===== config.mk =====
export PLATFORM = sky130hd
export DESIGN_NAME = dma_csr_top
export DESIGN_NICKNAME = d
export VERILOG_FILES = /design/src/rtl/dma_csr_pkg.sv /design/src/rtl/dma_csr_dec.sv /design/src/rtl/dma_csr_chan.sv /design/src/rtl/dma_csr_top.sv
export SDC_FILE = /design/constraint.sdc
export NUM_CORES = 1
export LEC_CHECK = 0
export ABC_AREA = 0
export BUFFER_PORTS_ARGS = -buffer_cell sky130_fd_sc_hd__buf_2
export CORE_MARGIN = 10
export CORE_UTILIZATION = 34
export CTS_BUF_LIST = sky130_fd_sc_hd__clkbuf_2 sky130_fd_sc_hd__clkbuf_4 sky130_fd_sc_hd__clkbuf_8
export DETAILED_ROUTE_END_ITERATION = 6
export PLACE_DENSITY = 0.57
export SLEW_MARGIN = 20
export SYNTH_ARGS = -nofsm -noshare
export SYNTH_HDL_FRONTEND = slang
export SYNTH_HIERARCHICAL = 1
export SYNTH_SLANG_ARGS = --single-unit

===== constraint.sdc =====
create_clock -name clk_i -period 3.57 [get_ports clk_i]
set_input_delay 0.714 -clock clk_i [delete_from_list [all_inputs] [get_ports clk_i]]
set_output_delay 0.714 -clock clk_i [all_outputs]
set_load 0.03 [all_outputs]

===== src/rtl/dma_csr_pkg.sv =====
package dma_csr_pkg;
  localparam int unsigned DW        = 32;
  localparam int unsigned NCH       = 2;
  localparam int unsigned WIN_BYTES = 48;
  localparam int unsigned NFLAG     = 3;
  localparam int unsigned STORE_N   = 8;
  localparam int unsigned FLAG_LSB  = 12;

  localparam logic [3:0] W_CTRL = 4'd0;
  localparam logic [3:0] W_STAT = 4'd1;
  localparam logic [3:0] W_CUR  = 4'd2;
  localparam logic [3:0] W_TAIL = 4'd4;

  localparam int unsigned C_RUN  = 0;
  localparam int unsigned C_TMOD = 1;
  localparam int unsigned C_SRST = 2;

  localparam logic [DW-1:0] CTRL_POR  = 32'h0001_0002;
  localparam logic [DW-1:0] CTRL_SRST = 32'h0001_0006;
endpackage


===== src/rtl/dma_csr_dec.sv =====
module dma_csr_dec import dma_csr_pkg::*; #(
  parameter int unsigned ADDR_W = 8
) (
  input  logic [ADDR_W-1:0] addr_i,
  output logic              ch_o,
  output logic [3:0]        widx_o
);
  localparam logic [ADDR_W-1:0] WIN = ADDR_W'(WIN_BYTES);

  logic [ADDR_W-1:0] quo, rem;

  always_comb begin
    quo    = addr_i / WIN;
    rem    = addr_i - quo * WIN;
    ch_o   = quo[0];
    widx_o = rem[5:2];
  end
endmodule


===== src/rtl/dma_csr_chan.sv =====
module dma_csr_chan import dma_csr_pkg::*; (
  input  logic             clk_i,
  input  logic             rst_ni,
  input  logic             wr_i,
  input  logic             rd_i,
  input  logic [3:0]       widx_i,
  input  logic [DW-1:0]    wdata_i,
  input  logic             halt_set_i,
  input  logic             idle_set_i,
  input  logic [NFLAG-1:0] flag_set_i,
  input  logic             adv_i,
  input  logic [DW-1:0]    adv_ptr_i,
  output logic [DW-1:0]    rword_o,
  output logic             run_o,
  output logic             srst_o,
  output logic [DW-1:0]    cur_o,
  output logic [DW-1:0]    tail_o
);
  logic [DW-1:0]    ctrl_q, cur_q, tail_q;
  logic             halt_q, idle_q, halt_d, idle_d;
  logic [NFLAG-1:0] flag_q, flag_d;
  logic [DW-1:0]    store_q [STORE_N];

  logic wr_ctrl, wr_stat, wr_cur, wr_tail, wr_store, rd_ctrl, srst_wr;
  logic [DW-1:0] ctrl_wv;
  logic [2:0]    slot;

  always_comb begin
    wr_ctrl  = wr_i && widx_i == W_CTRL;
    wr_stat  = wr_i && widx_i == W_STAT;
    wr_cur   = wr_i && widx_i == W_CUR;
    wr_tail  = wr_i && widx_i == W_TAIL;
    wr_store = wr_i && (widx_i == 4'd3 || (widx_i >= 4'd5 && widx_i <= 4'd11));
    rd_ctrl  = rd_i && widx_i == W_CTRL;
    slot     = (widx_i == 4'd3) ? 3'd0 : 3'(widx_i - 4'd4);
    ctrl_wv  = wdata_i;
    ctrl_wv[C_TMOD] = 1'b1;
    ctrl_wv[C_SRST] = wdata_i[C_SRST] | ctrl_q[C_SRST];
    srst_wr  = wr_ctrl && ctrl_wv[C_SRST];
  end

  // soft reset beats engine events; engine events beat bus clears
  always_comb begin
    halt_d = halt_q;
    idle_d = idle_q;
    flag_d = flag_q;
    if (srst_wr) begin
      halt_d = 1'b1;
      idle_d = 1'b0;
      flag_d = '0;
    end else begin
      if (wr_ctrl && ctrl_wv[C_RUN]) begin
        halt_d = 1'b0;
        idle_d = 1'b0;
      end
      if (wr_tail) idle_d = 1'b0;
      if (wr_stat) flag_d = flag_q & ~wdata_i[FLAG_LSB +: NFLAG];
      halt_d = halt_d | halt_set_i;
      idle_d = idle_d | idle_set_i;
      flag_d = flag_d | flag_set_i;
    end
  end

  always_ff @(posedge clk_i or negedge rst_ni) begin
    if (!rst_ni) begin
      ctrl_q <= CTRL_POR;
      halt_q <= 1'b1;
      idle_q <= 1'b0;
      flag_q <= '0;
      cur_q  <= '0;
      tail_q <= '0;
      for (int i = 0; i < STORE_N; i++) store_q[i] <= '0;
    end else begin
      halt_q <= halt_d;
      idle_q <= idle_d;
      flag_q <= flag_d;
      if (wr_ctrl)      ctrl_q <= srst_wr ? CTRL_SRST : ctrl_wv;
      else if (rd_ctrl) ctrl_q[C_SRST] <= 1'b0;
      if (adv_i)        cur_q <= adv_ptr_i;
      else if (wr_cur)  cur_q <= wdata_i;
      if (wr_tail)      tail_q <= wdata_i;
      if (wr_store)     store_q[slot] <= wdata_i;
    end
  end

  always_comb begin
    case (widx_i)
      W_CTRL:  rword_o = ctrl_q;
      W_STAT:  rword_o = {{(DW-FLAG_LSB-NFLAG){1'b0}}, flag_q, {(FLAG_LSB-2){1'b0}}, idle_q, halt_q};
      W_CUR:   rword_o = cur_q;
      W_TAIL:  rword_o = tail_q;
      default: rword_o = store_q[slot];
    endcase
  end

  assign run_o  = ctrl_q[C_RUN];
  assign srst_o = ctrl_q[C_SRST];
  assign cur_o  = cur_q;
  assign tail_o = tail_q;
endmodule


===== src/rtl/dma_csr_top.sv =====
module dma_csr_top import dma_csr_pkg::*; #(
  parameter int unsigned ADDR_W = 8
) (
  input  logic                 clk_i,
  input  logic                 rst_ni,
  input  logic                 req_i,
  input  logic                 we_i,
  input  logic [ADDR_W-1:0]    addr_i,
  input  logic [DW-1:0]        wdata_i,
  output logic [DW-1:0]        rdata_o,
  input  logic [NCH-1:0]       halt_set_i,
  input  logic [NCH-1:0]       idle_set_i,
  input  logic [NCH*NFLAG-1:0] flag_set_i,
  input  logic [NCH-1:0]       desc_adv_i,
  input  logic [NCH*DW-1:0]    desc_next_i,
  output logic [NCH-1:0]       run_o,
  output logic [NCH-1:0]       soft_rst_o,
  output logic [NCH*DW-1:0]    cur_desc_o,
  output logic [NCH*DW-1:0]    tail_desc_o,
  output logic                 kick_o
);
  logic          ch;
  logic [3:0]    widx;
  logic [DW-1:0] rword [NCH];
  logic [DW-1:0] rdata_q;
  logic          kick_q;

  dma_csr_dec #(.ADDR_W(ADDR_W)) u_dec (
    .addr_i (addr_i),
    .ch_o   (ch),
    .widx_o (widx)
  );

  for (genvar c = 0; c < NCH; c++) begin : g_ch
    logic sel;
    assign sel = (ch == 1'(c));
    dma_csr_chan u_chan (
      .clk_i      (clk_i),
      .rst_ni     (rst_ni),
      .wr_i       (req_i && we_i && sel),
      .rd_i       (req_i && !we_i && sel),
      .widx_i     (widx),
      .wdata_i    (wdata_i),
      .halt_set_i (halt_set_i[c]),
      .idle_set_i (idle_set_i[c]),
      .flag_set_i (flag_set_i[c*NFLAG +: NFLAG]),
      .adv_i      (desc_adv_i[c]),
      .adv_ptr_i  (desc_next_i[c*DW +: DW]),
      .rword_o    (rword[c]),
      .run_o      (run_o[c]),
      .srst_o     (soft_rst_o[c]),
      .cur_o      (cur_desc_o[c*DW +: DW]),
      .tail_o     (tail_desc_o[c*DW +: DW])
    );
  end

  always_ff @(posedge clk_i or negedge rst_ni) begin
    if (!rst_ni) begin
      rdata_q <= '0;
      kick_q  <= 1'b0;
    end else begin
      if (req_i && !we_i) rdata_q <= rword[ch];
      kick_q <= req_i && we_i && !ch && widx == W_TAIL;
    end
  end

  assign rdata_o = rdata_q;
  assign kick_o  = kick_q;
endmodule


; After elaboration in Yosys (flattened, before gate mapping)
; Index checks and enable logic that the tools add are counted.
[totals]
ff_bits = 747
out_inout_bits = 165
[classes]
add_sub_neg = 2
n_mul = 1
div = 1
order_cmp = 5
eq_ne = 4
mux = 46
bitwise = 14
n_reduce_logical = 34
[ops]
columns = operator, count
row1 = bitwise mux 256 bit, 2
row2 = 2-to-1 mux 32 bit, 14
row3 = one-hot mux 32 bit (4 select lines), 2
row4 = binary-select mux 32 bit (select 3 bit), 2
row5 = demux 32 bit (select 3 bit), 1
row6 = logical AND 1 bit, 26
row7 = 2-to-1 mux 3 bit, 7
row8 = 2-to-1 mux 1 bit, 18
row9 = divider 8 x 6 -> 8 bit (second input constant), 1
row10 = equality test 4 x 2 -> 1 bit (second input constant), 2
row11 = multiplier 8 x 2 -> 2 bit (second input constant), 1
row12 = nonzero test 2 bit, 4
row13 = AND 3 bit, 2
row14 = bitwise OR 1 bit, 6
row15 = bitwise OR 3 bit, 2
row16 = subtractor 6 bit, 1
row17 = equality test 4 x 1 -> 1 bit (second input constant), 1
row18 = equality test 4 x 3 -> 1 bit (second input constant), 1
row19 = greater-or-equal comparator 4 x 3 -> 1 bit (second input constant), 1
row20 = greater-or-equal comparator 4 bit (second input constant), 1
row21 = <= comparator 4 bit (second input constant), 1
row22 = zero test 4 bit, 1
row23 = < comparator 4 x 1 -> 1 bit (second input constant), 1
row24 = inverter 3 -> 4 bit, 1
row25 = other kinds (7), 8

; Longest topological paths before layout
[depth]
ltp_word = 13
mapped_depth = 14
depth_no_buf = 11

; Cells and area by module
; The synthesis kept the hierarchy.
[by_module_without_submodules]
columns = module, n_inst, cells_per_inst, area_per_inst_um2
row1 = dma_csr_chan at g_ch[0].u_chan, 1, 1447, 17266.6
row2 = dma_csr_chan at g_ch[1].u_chan, 1, 1456, 17176.5
row3 = dma_csr_top, 1, 113, 1875.5
row4 = dma_csr_dec, 1, 16, 105.1

; Worst setup path after synthesis
; No wires, ideal clock.
[synth_timing]
path_kind = input to register
start = in addr_i[4]
end = reg rdata_q[1], in the netlist rdata_o[1]
setup_time_ns = 0.125
t_arrival_ns = 3.739
required_ns = 3.445
slack_ns = -0.294
path_stages = 14
n_path_buf = 3
cell_sequence = o21ai_0 > a21oi_1 > a311o_1 > ha_1 > xor2_1 > buf_4 > buf_2 > nand2_1 > clkbuf_1 > o221ai_1 > o211ai_1 > o311a_1 > mux2_4 > mux2_4
[synth_lines]
columns = item, line_no
row1 = start: declaration, dma_csr_top.sv:8  ; input logic [ADDR_W-1:0] addr_i,
row2 = end signal: assignment, dma_csr_top.sv:62  ; if (req_i && !we_i) rdata_q <= rword[ch];
row3 = end: declaration, dma_csr_top.sv:25  ; logic [DW-1:0] rdata_q;

==> reports/metrics.yaml <==
outcome:
  status: "completed"
synthesis:
  synth_edf_count: 0
  synth_simple_gate_area_share_pct: 7.12
  synthArstFlopShare_pct: 100
  synth.cell_area_mm2: 0.0364
  synth_compound_area_share_pct: 12.1
  yosys-top-cells-area: "dfrtp_1, mux2_2, mux2i_1"
  synthCells: 3032
  synth_top_area_share_pct: 50.9
  synth_xor_area_share_pct: 0.0240
  ys_ff_latch: 745
  ys.warnings.count: 6
  synth.avg_cell_area_um2: 12.0
  yosysMostFrequentCell: "dfrtp_1"
  ys_seq_area_share_pct: 51.2
  yosys-top-cells-count: "dfrtp_1, mux2_2, nand2_1, o21ai_0, clkbuf_1"
  synth_flop_cell: "dfrtp_1"
  ys_types: 77
  synth_top_family_by_area: "multiplexers"
  synth_fa_ha_area_share_pct: 0.0893
  synth_area_leader_cell: "dfrtp_1"
  synth_nets: 3153
  synthMuxAreaShare_pct: 24.5
worst_setup_path:
  path_cells: "buf_2 > buf_4 > nand2_1 > a21oi_1 > a311o_2 > ha_1 > xor2_4 > buf_12 > buf_4 > nor4_4 > buf_4 > buf_4 > a222oi_1 > buf_4 > a32oi_1 > mux2_4 > mux2_4"
  rr_worst_depth: 4
  max_stage_delay_ns: 0.55
  crit_family: "buffers and inverters"
  end_kind: "register"
  crit_slowest_cell: "a32oi_1"
  r2r_end: "rdata_o[5]$_DFFE_PN0N_"
  cp_max_fo: 6
  critPathKind: "in -> reg"
  critPathCapture: "rdata_o[2]$_DFFE_PN0N_"
  arrival_ns: 4.26
  rrSetupSlack_ns: 1.40
  path_buf_inv: 7
  r2r_start: "g_ch[1].u_chan/cur_o[5]$_DFFE_PN0P_"
  crit_top_cell: "buf_4"
  path_depth: 17
  worstPathRequired_ns: 4.34
  crit_path_start_kind: "input pin"
  cp-startpoint: "addr_i[4]"
routing:
  drt_pass1_iterations: 7
  vias: 27100
  routed_via_density: 5.50
  wire_per_inst_um: 25.2
  postRouteAntennaNets: 0
  first_iter_violations: 2687
  routed_wl_mm: 124
  drc_errors: 0
floorplanning:
  ioPinCount: 285
  die_w_um: 347
  floorplan.rows: 120
  coreArea_mm2: 0.107
  die_y_um: 347
  start_util_pct: 34.1
  die_area_mm2: 0.121
layout:
  stdcell_area_mm2: 0.0438
  syn_to_final_growth_pct: 20.3
  ff_latch_area_mm2: 0.0186
  drive_gt1_share_pct: 40.5
  layout.nets: 3546
  nFillCells: 10200
  multi_input_area_mm2: 0.0160
power:
  leakage_nw: 20.9
  ir_drop_v: 0.000304
  power_density_mw_per_mm2: 595
  power_w: 0.0261
placed_design:
  port_buffers: 282
  place_worst_setup_slack_ns: -0.917
  dp_hpwl_mm: 85.9
  finalWeightedCongestion: 0.845
  dpl_cell_area_mm2: 0.0409
hold_path:
  worstHoldPathCells: 3
  min_from: "desc_next_i[30]"
  holdCritPathClass: "in -> reg"
sta:
  rsz0062_at_grt: "no"
  slew_violations: 0
  tightest_slew_ns: 0.890
  period_share_pct: 97.8
  setup_slack_ns: 0.0769
  fin_crit_ns: 3.49
  fin_skew_ns: 0.0440
  slew_headroom_pct: 40.4
  fmax_mhz: 286
  setup_violations: 0
  hold_viol_final: 0
  fin_tns_setup_ns: 0
clocking:
  clkSinkCount: 745
  ctsHtreeMaxLevel: 4
  cts_tree: "yes"
  numCtsBuffers: 139
  clk_latency_ns: 0.85
  cts_buffer_depth: 3
  cts_root_buffer: "clkbuf_8"
  clk_pin_slew_ns: 0.06
global_routing:
  grt-ovfl-total: 0
  grt_pass1_vias: 27600
  antenna_found_initial: 6
  grt_use_total_pct: 20.1
  grt_max_degree: 95
  grt_pass1_wl_mm: 187
job:
  maxCapViolCount: 0
worst register-to-register path, cell delays in order (launching register included):
cell and delay (ns):
dfrtp_1 0.52, a222oi_1 0.67, o21ai_1 0.32, mux2_4 0.33, mux2_4 0.25
per-stage QoR:
step / cells / util [%] / hold WS (ns)
final: 4928 / 41.0 / 0.0720
after global routing: 4926 / 41.0 / 0.0529
after floorplan: 3032 / - / 0.418
after detailed placement: 4683 / 38.3 / 0.468
after CTS: 4921 / 41.0 / 0.00693
after global placement: 4683 / 38.3 / 0.460
power by group:
part           switching, W  total, W  internal [W]
clock               0.00383   0.00860       0.00477
combinational       0.00327   0.00603       0.00275
sequential          0.00123    0.0114        0.0102
total               0.00833    0.0261        0.0177
layer usage:
| metal | vias up | global-route usage [%] | wire (um) |
|---|---|---|---|
| met4 | 0 | 5.92 | 2890 |
| met5 | - | 0 | 0 |
| met3 | 183 | 4.34 | 7920 |
| li1 | 11900 | - | - |
| met2 | 892 | 31.0 | 56400 |
| met1 | 14200 | 28.2 | 57000 |
flip-flops by register name (all words and copies together), names as in the netlist:
register / cells
g_ch.u_chan/tail_o: 64
g_ch.u_chan/ctrl_q: 62
g_ch.u_chan/flag_q: 6
g_ch.u_chan/idle_q: 2
rdata_o: 32
g_ch.u_chan/halt_q: 2
g_ch.u_chan/store_q: 512
g_ch.u_chan/cur_o: 64
kick_o: 1
area by class of cell:
cell class	count	share of cell area [%]
Clock buffer	215	6.08
Multi-Input combinational cell	1942	36.6
Timing Repair Buffer	557	9.93
Tap cell	1403	4.01
Inverter	40	0.343
Clock inverter	22	0.463
Sequential cell	745	42.6
Antenna cell	4	0.0228
how the worst min path moves through the flow:
stage | endpoint | slack, ns
after floorplan | g_ch[0].u_chan/ctrl_q[0]$_DFFE_PN0P_ | 0.42
after global placement | g_ch[0].u_chan/ctrl_q[15]$_DFFE_PN0P_ | 0.46
after detailed placement | g_ch[1].u_chan/ctrl_q[17]$_DFFE_PN0P_ | 0.47
after CTS | g_ch[0].u_chan/cur_o[30]$_DFFE_PN0P_ | 0.007
after global routing | g_ch[1].u_chan/cur_o[23]$_DFFE_PN0P_ | 0.05
final | g_ch[0].u_chan/cur_o[30]$_DFFE_PN0P_ | 0.07
cells by family (layout without fill, tap and decap cells):
family / count (synthesis) / count (layout)
buffers and inverters: 345 / 834
adder cells (fa/ha/maj): 3 / 3
AO/OA/AOI/OAI: 637 / 637
multiplexers: 782 / 782
XOR/XNOR: 1 / 1
AND/OR/NAND/NOR: 519 / 519
flip-flops: 745 / 745
other: 0 / 4
cells in the final DEF, fill, tap and decap left out, types with 66 or more instances in the layout:
cell | synthesis | routed
buf_2 | 80 | 279
mux2i_1 | 118 | 118
clkbuf_8 | 0 | 168
buf_12 | 2 | 66
mux2_1 | 88 | 88
buf_4 | 59 | 207
o21ai_0 | 209 | 208
nand2_1 | 289 | 285
a21oi_1 | 73 | 73
mux2_2 | 520 | 520
dfrtp_1 | 741 | 741
repair_timing:
item / CTS / global route
hold buffers: 1 / 0
cloned: 0 / 0
resized for setup: 0 / 1
endpoints found under the hold margin: 55 / 0
pin swaps: 1 / 3
buffers inserted: 0 / 2
endpoints found under the setup margin: 1 / 2
Note: power is estimated with default switching activity, not from simulation.
